[config.mk]
export PLATFORM = sky130hd
export DESIGN_NAME = dual_angle_latch
export DESIGN_NICKNAME = d
export VERILOG_FILES = /design/src/rtl/dra_pkg.sv /design/src/rtl/dra_bus_watch.sv /design/src/rtl/dra_enable_timer.sv /design/src/rtl/dra_channel.sv /design/src/rtl/dual_angle_latch.sv
export SDC_FILE = /design/constraint.sdc
export NUM_CORES = 1
export LEC_CHECK = 0
export ABC_AREA = 0
export CORE_MARGIN = 4
export CORE_UTILIZATION = 61
export DETAILED_ROUTE_END_ITERATION = 6
export GPL_TIMING_DRIVEN = 0
export PLACE_DENSITY_LB_ADDON = 0.3
export SYNTH_ARGS = -nofsm -noshare
export SYNTH_HDL_FRONTEND = slang
export SYNTH_SLANG_ARGS = --single-unit
[constraint.sdc]
create_clock -name clk -period 4.2 [get_ports clk]
set_input_delay 0.42 -clock clk [delete_from_list [all_inputs] [get_ports clk]]
set_output_delay 0.42 -clock clk [all_outputs]
set_load 0.02 [all_outputs]
[src/rtl/dra_pkg.sv]
package dra_pkg;
  typedef enum int {EN_HI = 0, EN_LO = 1, EN_XFER = 2} en_kind_e;
  localparam int NUM_EN = 3;

  function automatic int ns_to_cyc(input int ns, input int clk_ns);
    return (ns + clk_ns - 1) / clk_ns;
  endfunction
endpackage

[src/rtl/dra_bus_watch.sv]
module dra_bus_watch #(
  parameter int W     = 16,
  parameter int SAT   = 25,
  parameter int RUN_W = 5
) (
  input  logic             clk,
  input  logic             rst_n,
  input  logic [W-1:0]     bus,
  output logic             changed,
  output logic [RUN_W-1:0] stable_run
);
  logic [W-1:0] bus_q;

  assign changed = (bus != bus_q);

  always_ff @(posedge clk or negedge rst_n) begin
    if (!rst_n) begin
      bus_q      <= '0;
      stable_run <= '0;
    end else begin
      bus_q <= bus;
      if (changed)
        stable_run <= '0;
      else if (stable_run != RUN_W'(SAT))
        stable_run <= stable_run + 1'b1;
    end
  end

  p_run_clear_r8: assert property (@(posedge clk) disable iff (!rst_n)
    changed |=> stable_run == '0);
endmodule

[src/rtl/dra_enable_timer.sv]
module dra_enable_timer #(
  parameter int SETUP_CYC  = 25,
  parameter int HOLD_CYC   = 7,
  parameter int WIDTH_CYC  = 13,
  parameter int RUN_W      = 5,
  parameter bit CHECK_DATA = 1'b1
) (
  input  logic             clk,
  input  logic             rst_n,
  input  logic             en,
  input  logic             bus_changed,
  input  logic [RUN_W-1:0] stable_run,
  output logic             setup_flag,
  output logic             hold_flag,
  output logic             width_flag
);
  localparam int WC_W = $clog2(WIDTH_CYC + 1);
  localparam int HL_W = $clog2(HOLD_CYC + 1);

  logic            en_q;
  logic [WC_W-1:0] hi_cnt;
  logic [HL_W-1:0] hold_left;
  logic            fall, in_hold;
  logic            setup_hit, hold_hit, width_hit;

  assign fall      = en_q & ~en;
  assign in_hold   = fall | (hold_left != '0);
  assign setup_hit = CHECK_DATA && fall && (stable_run < RUN_W'(SETUP_CYC));
  assign hold_hit  = CHECK_DATA && in_hold && bus_changed;
  assign width_hit = fall && (hi_cnt < WC_W'(WIDTH_CYC));

  always_ff @(posedge clk or negedge rst_n) begin
    if (!rst_n) begin
      en_q       <= 1'b0;
      hi_cnt     <= '0;
      hold_left  <= '0;
      setup_flag <= 1'b0;
      hold_flag  <= 1'b0;
      width_flag <= 1'b0;
    end else begin
      en_q <= en;
      if (!en)
        hi_cnt <= '0;
      else if (hi_cnt != WC_W'(WIDTH_CYC))
        hi_cnt <= hi_cnt + 1'b1;
      if (fall)
        hold_left <= HL_W'(HOLD_CYC - 1);
      else if (hold_left != '0)
        hold_left <= hold_left - 1'b1;
      setup_flag <= setup_flag | setup_hit;
      hold_flag  <= hold_flag  | hold_hit;
      width_flag <= width_flag | width_hit;
    end
  end

  p_sticky_setup_r11: assert property (@(posedge clk) disable iff (!rst_n)
    setup_flag |=> setup_flag);
  p_sticky_hold_r11: assert property (@(posedge clk) disable iff (!rst_n)
    hold_flag |=> hold_flag);
  p_sticky_width_r11: assert property (@(posedge clk) disable iff (!rst_n)
    width_flag |=> width_flag);
  p_short_pulse_r10: assert property (@(posedge clk) disable iff (!rst_n)
    (WIDTH_CYC > 1 && en_q && !en && hi_cnt == WC_W'(1)) |=> width_flag);
  p_hold_window_r9: assert property (@(posedge clk) disable iff (!rst_n)
    (CHECK_DATA && hold_left != '0 && bus_changed) |=> hold_flag);
endmodule

[src/rtl/dra_channel.sv]
module dra_channel
  import dra_pkg::*;
#(
  parameter int W         = 16,
  parameter int SETUP_CYC = 25,
  parameter int HOLD_CYC  = 7,
  parameter int WIDTH_CYC = 13,
  parameter int RUN_W     = 5
) (
  input  logic             clk,
  input  logic             rst_n,
  input  logic [W-1:0]     bus,
  input  logic             bus_changed,
  input  logic [RUN_W-1:0] stable_run,
  input  logic             hi_en,
  input  logic             lo_en,
  input  logic             xfer_en,
  output logic [W-1:0]     angle,
  output logic             setup_viol,
  output logic             hold_viol,
  output logic             width_viol
);
  localparam int HALF = W / 2;

  logic [HALF-1:0]   s1_hi, s1_lo;
  logic [HALF-1:0]   s1_hi_nx, s1_lo_nx;
  logic [W-1:0]      hold_q;
  logic [NUM_EN-1:0] en_vec, su_f, ho_f, wi_f;

  // byte stage: next value doubles as the transfer source, giving same-edge pass-through
  assign s1_hi_nx = hi_en ? bus[W-1:HALF] : s1_hi;
  assign s1_lo_nx = lo_en ? bus[HALF-1:0] : s1_lo;

  always_ff @(posedge clk or negedge rst_n) begin
    if (!rst_n) begin
      s1_hi  <= '0;
      s1_lo  <= '0;
      hold_q <= '0;
    end else begin
      s1_hi <= s1_hi_nx;
      s1_lo <= s1_lo_nx;
      if (xfer_en)
        hold_q <= {s1_hi_nx, s1_lo_nx};
    end
  end

  assign angle = hold_q;

  always_comb begin
    en_vec          = '0;
    en_vec[EN_HI]   = hi_en;
    en_vec[EN_LO]   = lo_en;
    en_vec[EN_XFER] = xfer_en;
  end

  for (genvar k = 0; k < NUM_EN; k++) begin : g_tmr
    dra_enable_timer #(
      .SETUP_CYC (SETUP_CYC),
      .HOLD_CYC  (HOLD_CYC),
      .WIDTH_CYC (WIDTH_CYC),
      .RUN_W     (RUN_W),
      .CHECK_DATA(k != int'(EN_XFER))
    ) u_tmr (
      .clk        (clk),
      .rst_n      (rst_n),
      .en         (en_vec[k]),
      .bus_changed(bus_changed),
      .stable_run (stable_run),
      .setup_flag (su_f[k]),
      .hold_flag  (ho_f[k]),
      .width_flag (wi_f[k])
    );
  end

  assign setup_viol = |su_f;
  assign hold_viol  = |ho_f;
  assign width_viol = |wi_f;

  p_hi_keep_r4: assert property (@(posedge clk) disable iff (!rst_n)
    !hi_en |=> s1_hi == $past(s1_hi));
  p_lo_keep_r4: assert property (@(posedge clk) disable iff (!rst_n)
    !lo_en |=> s1_lo == $past(s1_lo));
  p_hi_load_r2: assert property (@(posedge clk) disable iff (!rst_n)
    hi_en |=> s1_hi == $past(bus[W-1:HALF]));
  p_lo_load_r3: assert property (@(posedge clk) disable iff (!rst_n)
    lo_en |=> s1_lo == $past(bus[HALF-1:0]));
  p_xfer_keep_r5: assert property (@(posedge clk) disable iff (!rst_n)
    !xfer_en |=> angle == $past(angle));
  p_pass_r6: assert property (@(posedge clk) disable iff (!rst_n)
    (hi_en && lo_en && xfer_en) |=> angle == $past(bus));
endmodule

[src/rtl/dual_angle_latch.sv]
module dual_angle_latch
  import dra_pkg::*;
#(
  parameter int NCH       = 2,
  parameter int W         = 16,
  parameter int CLK_NS    = 8,
  parameter int SETUP_NS  = 200,
  parameter int HOLD_NS   = 50,
  parameter int WIDTH_NS  = 100
) (
  input  logic             clk,
  input  logic             rst_n,
  input  logic [W-1:0]     bus_word,
  input  logic [NCH-1:0]   hi_en,
  input  logic [NCH-1:0]   lo_en,
  input  logic [NCH-1:0]   xfer_en,
  output logic [NCH*W-1:0] angle_out,
  output logic [NCH-1:0]   setup_viol,
  output logic [NCH-1:0]   hold_viol,
  output logic [NCH-1:0]   width_viol
);
  localparam int SETUP_CYC = ns_to_cyc(SETUP_NS, CLK_NS);
  localparam int HOLD_CYC  = ns_to_cyc(HOLD_NS, CLK_NS) < 1 ? 1 : ns_to_cyc(HOLD_NS, CLK_NS);
  localparam int WIDTH_CYC = ns_to_cyc(WIDTH_NS, CLK_NS) < 1 ? 1 : ns_to_cyc(WIDTH_NS, CLK_NS);
  localparam int RUN_W     = $clog2(SETUP_CYC + 1) < 1 ? 1 : $clog2(SETUP_CYC + 1);

  logic             bus_changed;
  logic [RUN_W-1:0] stable_run;

  dra_bus_watch #(.W(W), .SAT(SETUP_CYC), .RUN_W(RUN_W)) u_watch (
    .clk       (clk),
    .rst_n     (rst_n),
    .bus       (bus_word),
    .changed   (bus_changed),
    .stable_run(stable_run)
  );

  for (genvar c = 0; c < NCH; c++) begin : g_ch
    dra_channel #(
      .W        (W),
      .SETUP_CYC(SETUP_CYC),
      .HOLD_CYC (HOLD_CYC),
      .WIDTH_CYC(WIDTH_CYC),
      .RUN_W    (RUN_W)
    ) u_ch (
      .clk        (clk),
      .rst_n      (rst_n),
      .bus        (bus_word),
      .bus_changed(bus_changed),
      .stable_run (stable_run),
      .hi_en      (hi_en[c]),
      .lo_en      (lo_en[c]),
      .xfer_en    (xfer_en[c]),
      .angle      (angle_out[c*W +: W]),
      .setup_viol (setup_viol[c]),
      .hold_viol  (hold_viol[c]),
      .width_viol (width_viol[c])
    );
  end

  p_reset_r1: assert property (@(posedge clk)
    !rst_n |=> (angle_out == '0 && setup_viol == '0 && hold_viol == '0 && width_viol == '0));
endmodule

==> results of run 1 <==
[power by group through the flow]
stage	Clock, mW	Sequential (mW)	Combinational, mW
after floorplan	0	1.64	0.319
after global placement	0	1.61	0.544
after detailed placement	0	1.62	0.586
after CTS	1.47	1.60	0.602
after global routing	1.54	1.62	0.664
final	1.46	1.60	0.593
[final cells by class]
cell class	count	area, µm²
sequential	141	3530
multi-input combinational	335	2250
fill	585	2010
timing repair buffer	63	649
clock buffer	18	428
tap	129	161
clock inverter	14	149
inverter	27	101
buffer	18	95.1
[sequential cells by signal, summed over array words and instances, names as in the netlist]
| signal | flops |
|---|---|
| g_ch.u_ch.g_tmr.u_tmr.hi_cnt | 24 |
| g_ch.u_ch.g_tmr.u_tmr.setup_flag | 4 |
| g_ch.u_ch.g_tmr.u_tmr.hold_flag | 4 |
| g_ch.u_ch.s1_hi | 16 |
| g_ch.u_ch.g_tmr.u_tmr.width_flag | 6 |
| g_ch.u_ch.angle | 32 |
| g_ch.u_ch.g_tmr.u_tmr.en_q | 6 |
| g_ch.u_ch.g_tmr.u_tmr.hold_left | 12 |
| u_watch.bus_q | 16 |
| g_ch.u_ch.s1_lo | 16 |
| u_watch.stable_run | 5 |
[routing by layer]
layer | global-route usage [%] | up-vias | part of all wire, % | wire, µm
met5 | 0 | - | 0 | 0
met4 | 8.49 | 0 | 1.6 | 206
met3 | 6.08 | 17 | 4.3 | 538
met2 | 42.3 | 80 | 53 | 6640
met1 | 30.3 | 2053 | 42 | 5250
li1 | - | 1875 | - | -
[synth_stat cells]
cell / n / share of area [%]
a211oi_2: 1 / 0.21
a21o_1: 8 / 1.0
a21oi_1: 4 / 0.34
a31o_2: 2 / 0.29
a31oi_1: 12 / 1.3
and2_1: 4 / 0.42
buf_2: 4 / 0.34
buf_4: 6 / 0.75
clkbuf_1: 8 / 0.50
dfrtp_1: 141 / 59
ha_1: 28 / 5.9
inv_1: 27 / 1.7
mux2_2: 32 / 6.0
mux2i_1: 6 / 1.0
nand2_1: 19 / 1.2
nand2b_1: 10 / 1.0
nand3_1: 14 / 1.2
nand3b_1: 2 / 0.25
nand4_2: 1 / 0.21
nand4b_1: 1 / 0.15
nor2_1: 109 / 6.8
nor2b_1: 11 / 1.2
nor3_1: 2 / 0.17
nor3b_1: 10 / 1.3
nor4_2: 4 / 0.84
o211ai_1: 3 / 0.38
o21ai_0: 11 / 0.92
o311ai_0: 1 / 0.15
o31ai_1: 4 / 0.50
or2_2: 4 / 0.42
or3_1: 2 / 0.21
xnor2_1: 11 / 1.6
xor2_1: 19 / 2.8
[placed cells by master, fill, tap and decap left out, types with 2 or more instances in the layout]
cell type,n
inv_1,27
nand2_1,19
clkbuf_1,8
o21ai_0,11
xnor2_1,11
inv_6,6
xor2_1,19
mux2i_1,6
nand2b_1,10
nor3b_1,10
clkbuf_8,2
buf_2,4
mux2_2,32
o31ai_1,4
clkdlybuf4s50_1,60
buf_4,6
or2_2,4
nand3b_1,2
a31oi_1,12
clkbuf_16,16
nor3_1,2
a21oi_1,4
clkinv_4,3
a31o_2,2
nor4_2,4
or3_1,2
nand3_1,14
nor2b_1,11
o211ai_1,3
a21o_1,8
nor2_1,109
dfrtp_1,141
and2_1,4
ha_1,28
[kinds of logic after synthesis]
group / synth area share (%)
XOR/XNOR: 4.40
AND/OR/NAND/NOR: 15.3
AO/OA/AOI/OAI: 5.05
buffers and inverters: 3.29
flip-flops: 59.0
adder cells (fa/ha/maj): 5.86
multiplexers: 7.04
[through the flow]
stage	setup TNS (ps)	hold WS (ps)	utilization [%]	worst slack, ps	power [mW]
floorplan	0	124	-	2800	1.96
global placement	-363100	430	72.0	-2580	2.15
detailed placement	0	377	72.3	2000	2.20
CTS	0	347	78.6	1800	3.67
global route	0	372	78.6	1760	3.82
finish	0	359	78.6	1810	3.65
[how the worst min path moves through the flow]
stage	cells after the start	start	end	slack (ps)
4_1_cts	1	xfer_en[0]	g_ch[0].u_ch.g_tmr[2].u_tmr.en_q	350
5_1_grt	1	xfer_en[0]	g_ch[0].u_ch.g_tmr[2].u_tmr.en_q	370
2_1_floorplan	0	rst_n	g_ch[0].u_ch.angle[0]	120
3_5_place_dp	1	rst_n	g_ch[0].u_ch.g_tmr[0].u_tmr.hold_left[2]	380
6_report	1	xfer_en[0]	g_ch[0].u_ch.g_tmr[2].u_tmr.en_q	360
3_3_place_gp	1	g_ch[1].u_ch.g_tmr[0].u_tmr.hold_flag	g_ch[1].u_ch.g_tmr[0].u_tmr.hold_flag	430
==> reports/qor.yml, run 1 <==
route:
  wire_per_inst_um: 17.0
  remaining_drc_errors: 0
  viasPerCell: 5.40
  route.final.wire_length_mm: 12.6
  ant_nets: 0
  via_count: 4025
  drt_iter0_markers: 223
  firstDrtPassIters: 5
sta:
  fin_worst_skew_ps: 11.5
  rsz0062_at_grt: "false"
  max_freq_mhz: 418
  worst_pin_slew_ps: 875
  min_period_ps: 2390
  slew-limit-headroom_pct: 40.9
  final-hold-violation-count: 0
  setup_viol: 0
  fin_crit_sh_pct: 57.0
  drv_slew: 0
layout:
  area_delta_synth_final_pct: 23.2
  stdcell_count: 745
  drive_gt1_share_pct: 14.3
  antenna_cells: 0
  post-route-cell-area_um2: 7360
  nNetsFinal: 655
global_routing:
  antenna_found_initial: 0
  grt.overflow.total: 0
  grt_pass1_vias: 4333
  grt_usage_pct: 24.5
  grt_pass1_wl_mm: 21.5
  grt_start_max_net_pins: 97
critical_path:
  cp-end-kind: "output port"
  crit_chain: "or3_1, buf_4, clkdlybuf4s50_1"
  cp_data_arrival_time_ps: 1970
  worstPathRequired_ps: 3780
  cp_top_family: "buffers and inverters"
  setup.worst_path.end: "width_viol[1]"
  slowest_stage: "clkdlybuf4s50_1"
  setup.worst_path.class: "reg2out"
  rr_startpoint: "u_watch.bus_q[0]"
  regToRegSetupSlack_ps: 2600
  cp-startpoint: "g_ch[1].u_ch.g_tmr[1].u_tmr.width_flag"
  reg2regPathDepth: 4
  max_stage_delay_ps: 530
  start_kind: "register"
  path_buf_inv: 2
  crit_path_max_fanout: 2
  r2r-end: "g_ch[1].u_ch.g_tmr[0].u_tmr.hold_flag"
  path_depth: 3
cts:
  cts_setup_buffers: 0
  clk_pin_slew_worst_paths_ps: 70
  cts_made_buffers: 17
  cts_resized: 0
  clock-sinks: 141
  clk_latency_ps: 530
  clock-root-buffer: "clkbuf_8"
  hold_buffers: 1
  htree_levels: 4
  cts_max_path_buffers: 2
  cts_tree: "yes"
power_and_ir_drop:
  pwr-share-clk_pct: 39.9
  internal_power_mw: 2.60
  pwr-share-comb_pct: 16.3
  power_density_nw_per_um2: 495
  swShare_pct: 28.8
  p_switching_mw: 1.05
  leakagePower_nw: 3.20
  seqPwrFrac_pct: 43.8
  peakVddDrop_v: 0.000318
min_path:
  hold_class: "in2reg"
placed_design:
  dpl-instance-area_um2: 6780
  port_buffers: 61
  gp_congestion: 0.765
  post-dp-hpwl_mm: 8.08
  dp_cells: 712
synthesis:
  synth_seq_cells: 141
  synth.yosys.warnings: 0
  syn_nets: 573
  syn_area_um2: 5980
  ys_seq_area_share_pct: 59.0
  syn_inst: 521
  synth_area_per_cell_um2: 11.5
  synth_cell_types: 33
die:
  dieArea_um2: 11400
  core_area_um2: 9370
  die_h_um: 107
  rows: 35
  die_x_um: 107
  io_pins: 62
  initial_core_util_pct: 63.8
outcome:
  status: "finished clean"
run:
  drv_cap: 0
No activity file was read; power rests on OpenSTA's default activity.
==> run 2, diff against run 1 <==
--- a/config.mk
+++ b/config.mk
@@ -7,7 +7,7 @@
 export LEC_CHECK = 0
 export ABC_AREA = 0
 export CORE_MARGIN = 4
-export CORE_UTILIZATION = 61
+export CORE_UTILIZATION = 56
 export DETAILED_ROUTE_END_ITERATION = 6
 export GPL_TIMING_DRIVEN = 0
 export PLACE_DENSITY_LB_ADDON = 0.3
==> constraint.sdc (replaced) <==
create_clock -name clk -period 2.3 [get_ports clk]
set_input_delay 0.23 -clock clk [delete_from_list [all_inputs] [get_ports clk]]
set_output_delay 0.23 -clock clk [all_outputs]
set_load 0.02 [all_outputs]
==> run 2 against run 1 <==
Hold slack lost 180 ps; core utilization decreased by 6.9 points; first-iteration DRC count is 25% lower; cell count increased by 0.94%; largest power group unchanged; wire length fell by 6.9%.
==> reports/qor.yml, run 2 (synthesized netlist as in run 1, its figures left out) <==
outcome:
  status: "finished clean"  # unchanged
critical_path:
  max_stage_delay_ps: 520  # was 530 ps
  reg2regPathDepth: 4  # unchanged
  rr_startpoint: "u_watch.bus_q[5]"  # was u_watch.bus_q[0]
  slowest_stage: "clkdlybuf4s50_1"  # unchanged
  crit_path_max_fanout: 2  # unchanged
  start_kind: "register"  # unchanged
  crit_chain: "or3_1, buf_4, clkdlybuf4s50_1"  # unchanged
  r2r-end: "g_ch[0].u_ch.g_tmr[1].u_tmr.hold_flag"  # was g_ch[1].u_ch.g_tmr[0].u_tmr.hold_flag
  regToRegSetupSlack_ps: 730  # was 2600 ps
  setup.worst_path.end: "width_viol[0]"  # was width_viol[1]
  worstPathRequired_ps: 2070  # was 3780 ps
  setup.worst_path.class: "reg2out"  # unchanged
  cp_data_arrival_time_ps: 1940  # was 1970 ps
  cp-end-kind: "output port"  # unchanged
  cp-startpoint: "g_ch[0].u_ch.g_tmr[1].u_tmr.width_flag"  # was g_ch[1].u_ch.g_tmr[1].u_tmr.width_flag
die:
  die_h_um: 111  # was 107 µm
  dieArea_um2: 12400  # was 11400 µm²
  io_pins: 62  # unchanged
  die_x_um: 111  # was 107 µm
  initial_core_util_pct: 57.6  # was 63.8%
  rows: 37  # was 35
  core_area_um2: 10400  # was 9370 µm²
global_routing:
  grt_start_max_net_pins: 82  # was 97
  grt_pass1_wl_mm: 20.1  # was 21.5 mm
  antenna_found_initial: 0  # unchanged
  grt_usage_pct: 20.3  # was 24.5%
  grt.overflow.total: 0  # unchanged
  grt_pass1_vias: 4229  # was 4333
route:
  drt_iter0_markers: 168  # was 223
  firstDrtPassIters: 4  # was 5
  dr_wl_met3_um: 431  # was 538 µm
  wire_per_inst_um: 15.6  # was 17.0 µm
  viasPerCell: 5.21  # was 5.40
  wl_met2_mm: 5.99  # was 6.64 mm
  maxUsedRoutingLayer: "met4"  # unchanged
  route.final.wire_length_mm: 11.8  # was 12.6 mm
  via_count: 3920  # was 4025
  remaining_drc_errors: 0  # unchanged
  m1WireLength_mm: 5.16  # was 5.25 mm
  ant_nets: 0  # unchanged
sta:
  worst_pin_slew_ps: 841  # was 875 ps
  fin_worst_skew_ps: 4.76  # was 11.5 ps
  setup_viol: 0  # unchanged
  drv_slew: 0  # unchanged
  max_freq_mhz: 462
  final-hold-violation-count: 0  # unchanged
  slew-limit-headroom_pct: 43.2  # was 40.9%
  fin_ws_ps: 135  # was 1810 ps
  fin_crit_sh_pct: 94.1
  rsz0062_at_grt: "false"  # unchanged
  min_period_ps: 2170
  setup_tns_ps: 0  # unchanged
placed_design:
  port_buffers: 61  # unchanged
  post-dp-hpwl_mm: 8.05  # was 8.08 mm
  place_ws_ps: 276  # was 2000 ps
  dp_cells: 719  # was 712
  gp_congestion: 0.730  # was 0.765
  dpl-instance-area_um2: 6790  # was 6780 µm²
min_path:
  hold_start: "xfer_en[1]"  # was xfer_en[0]
  hold_path_depth: 1  # unchanged
  hold_class: "in2reg"  # unchanged
layout:
  final_cell_mix: "141 x dfrtp_1, 109 x nor2_1, 60 x clkdlybuf4s50_1, 32 x mux2_2, 28 x ha_1"  # unchanged
  multi_input_area_um2: 2250  # unchanged
  final_common_cell: "dfrtp_1"  # unchanged
  stdcell_count: 752  # was 745
  final-seq-area_um2: 3530  # unchanged
  post-route-cell-area_um2: 7430  # was 7360 µm²
  antenna_cells: 0  # unchanged
  largest_reg_flops: 32  # unchanged
  fill_cells: 741  # was 585
  nNetsFinal: 655  # unchanged
  drive_gt1_share_pct: 14.1  # was 14.3%
  area_delta_synth_final_pct: 24.4  # was 23.2%
power_and_ir_drop:
  p_switching_mw: 1.73  # was 1.05 mW
  swShare_pct: 25.2  # was 28.8%
  internal_power_mw: 5.15  # was 2.60 mW
  power_mw: 6.89  # was 3.65 mW
  pwr-share-clk_pct: 42.3  # was 39.9%
  power_density_nw_per_um2: 927  # was 495 nW/µm²
  seqPwrFrac_pct: 42.3  # was 43.8%
  pwr-share-comb_pct: 15.4  # was 16.3%
  peakVddDrop_v: 0.000578  # was 0.000318 V
  leakagePower_nw: 3.24  # was 3.20 nW
cts:
  cts_made_buffers: 17  # unchanged
  cts_tree: "yes"  # unchanged
  clk_pin_slew_worst_paths_ps: 60  # was 70 ps
  cts_resized: 0  # unchanged
  cts_max_path_buffers: 2  # unchanged
  clk_latency_ps: 510  # was 530 ps
  clock-sinks: 141  # unchanged
  clock-root-buffer: "clkbuf_8"  # unchanged
  htree_levels: 4  # unchanged
run:
  drv_cap: 0  # unchanged
-- run 2: cell types whose count changed in the layout (fill, tap and decap cells not counted), sizes merged --
| cell | delta |
|---|---|
| bufinv | +4 |
| inv | -7 |
| clkbuf | +2 |
| clkinv | +1 |
-- run 2: routing by layer --
layer | track usage, % | up-vias
met1 | 25.5 | 1957
met4 | 6.33 | 0
met2 | 34.5 | 66
met5 | 0 | -
li1 | - | 1881
met3 | 5.62 | 16
-- run 2: what timing repair did --
| action | 4_1_cts | 5_1_grt |
|---|---|---|
| endpoints found under the hold margin | 60 | 0 |
| hold buffers | 1 | 0 |
| buffers inserted | 0 | 0 |
-- run 2: power by group through the flow --
stage                     clock [mW]  combinational, mW  sequential, mW
after floorplan                    0              0.583            3.00
after global placement             0              0.995            2.94
after detailed placement           0               1.06            2.95
after CTS                       2.94               1.08            2.92
after global routing            3.06               1.20            2.95
final                           2.91               1.06            2.92
-- run 2: stage by stage --
stage          util (%)  hold WS (ps)
2_1_floorplan         -         -65.6
3_3_place_gp       65.2           430
3_5_place_dp       65.4           241
4_1_cts            71.7           160
5_1_grt            71.7           185
6_report           71.7           182
-- run 2: cell type report --
cell class | instances | share of cell area (%)
sequential | 141 | 47.5
multi-input combinational | 335 | 30.3
timing repair buffer | 63 | 8.74
clock buffer | 20 | 5.99
clock inverter | 12 | 2.58
tap | 136 | 2.29
inverter | 27 | 1.36
buffer | 18 | 1.28
-- run 2: worst min-delay path by stage --
stage	end	slack [ps]
3_3_place_gp	g_ch[1].u_ch.g_tmr[0].u_tmr.setup_flag	430
6_report	g_ch[1].u_ch.g_tmr[2].u_tmr.en_q	180
5_1_grt	g_ch[1].u_ch.g_tmr[2].u_tmr.en_q	190
2_1_floorplan	g_ch[0].u_ch.angle[0]	-70
3_5_place_dp	g_ch[0].u_ch.g_tmr[0].u_tmr.hi_cnt[3]	240
4_1_cts	g_ch[1].u_ch.g_tmr[2].u_tmr.en_q	160
-- run 2: critical path: cells and delay by family, from the launching register on --
kind	cells	cell delay (ps)
buf+inv	2	660
flops	1	380
simple gates	1	380
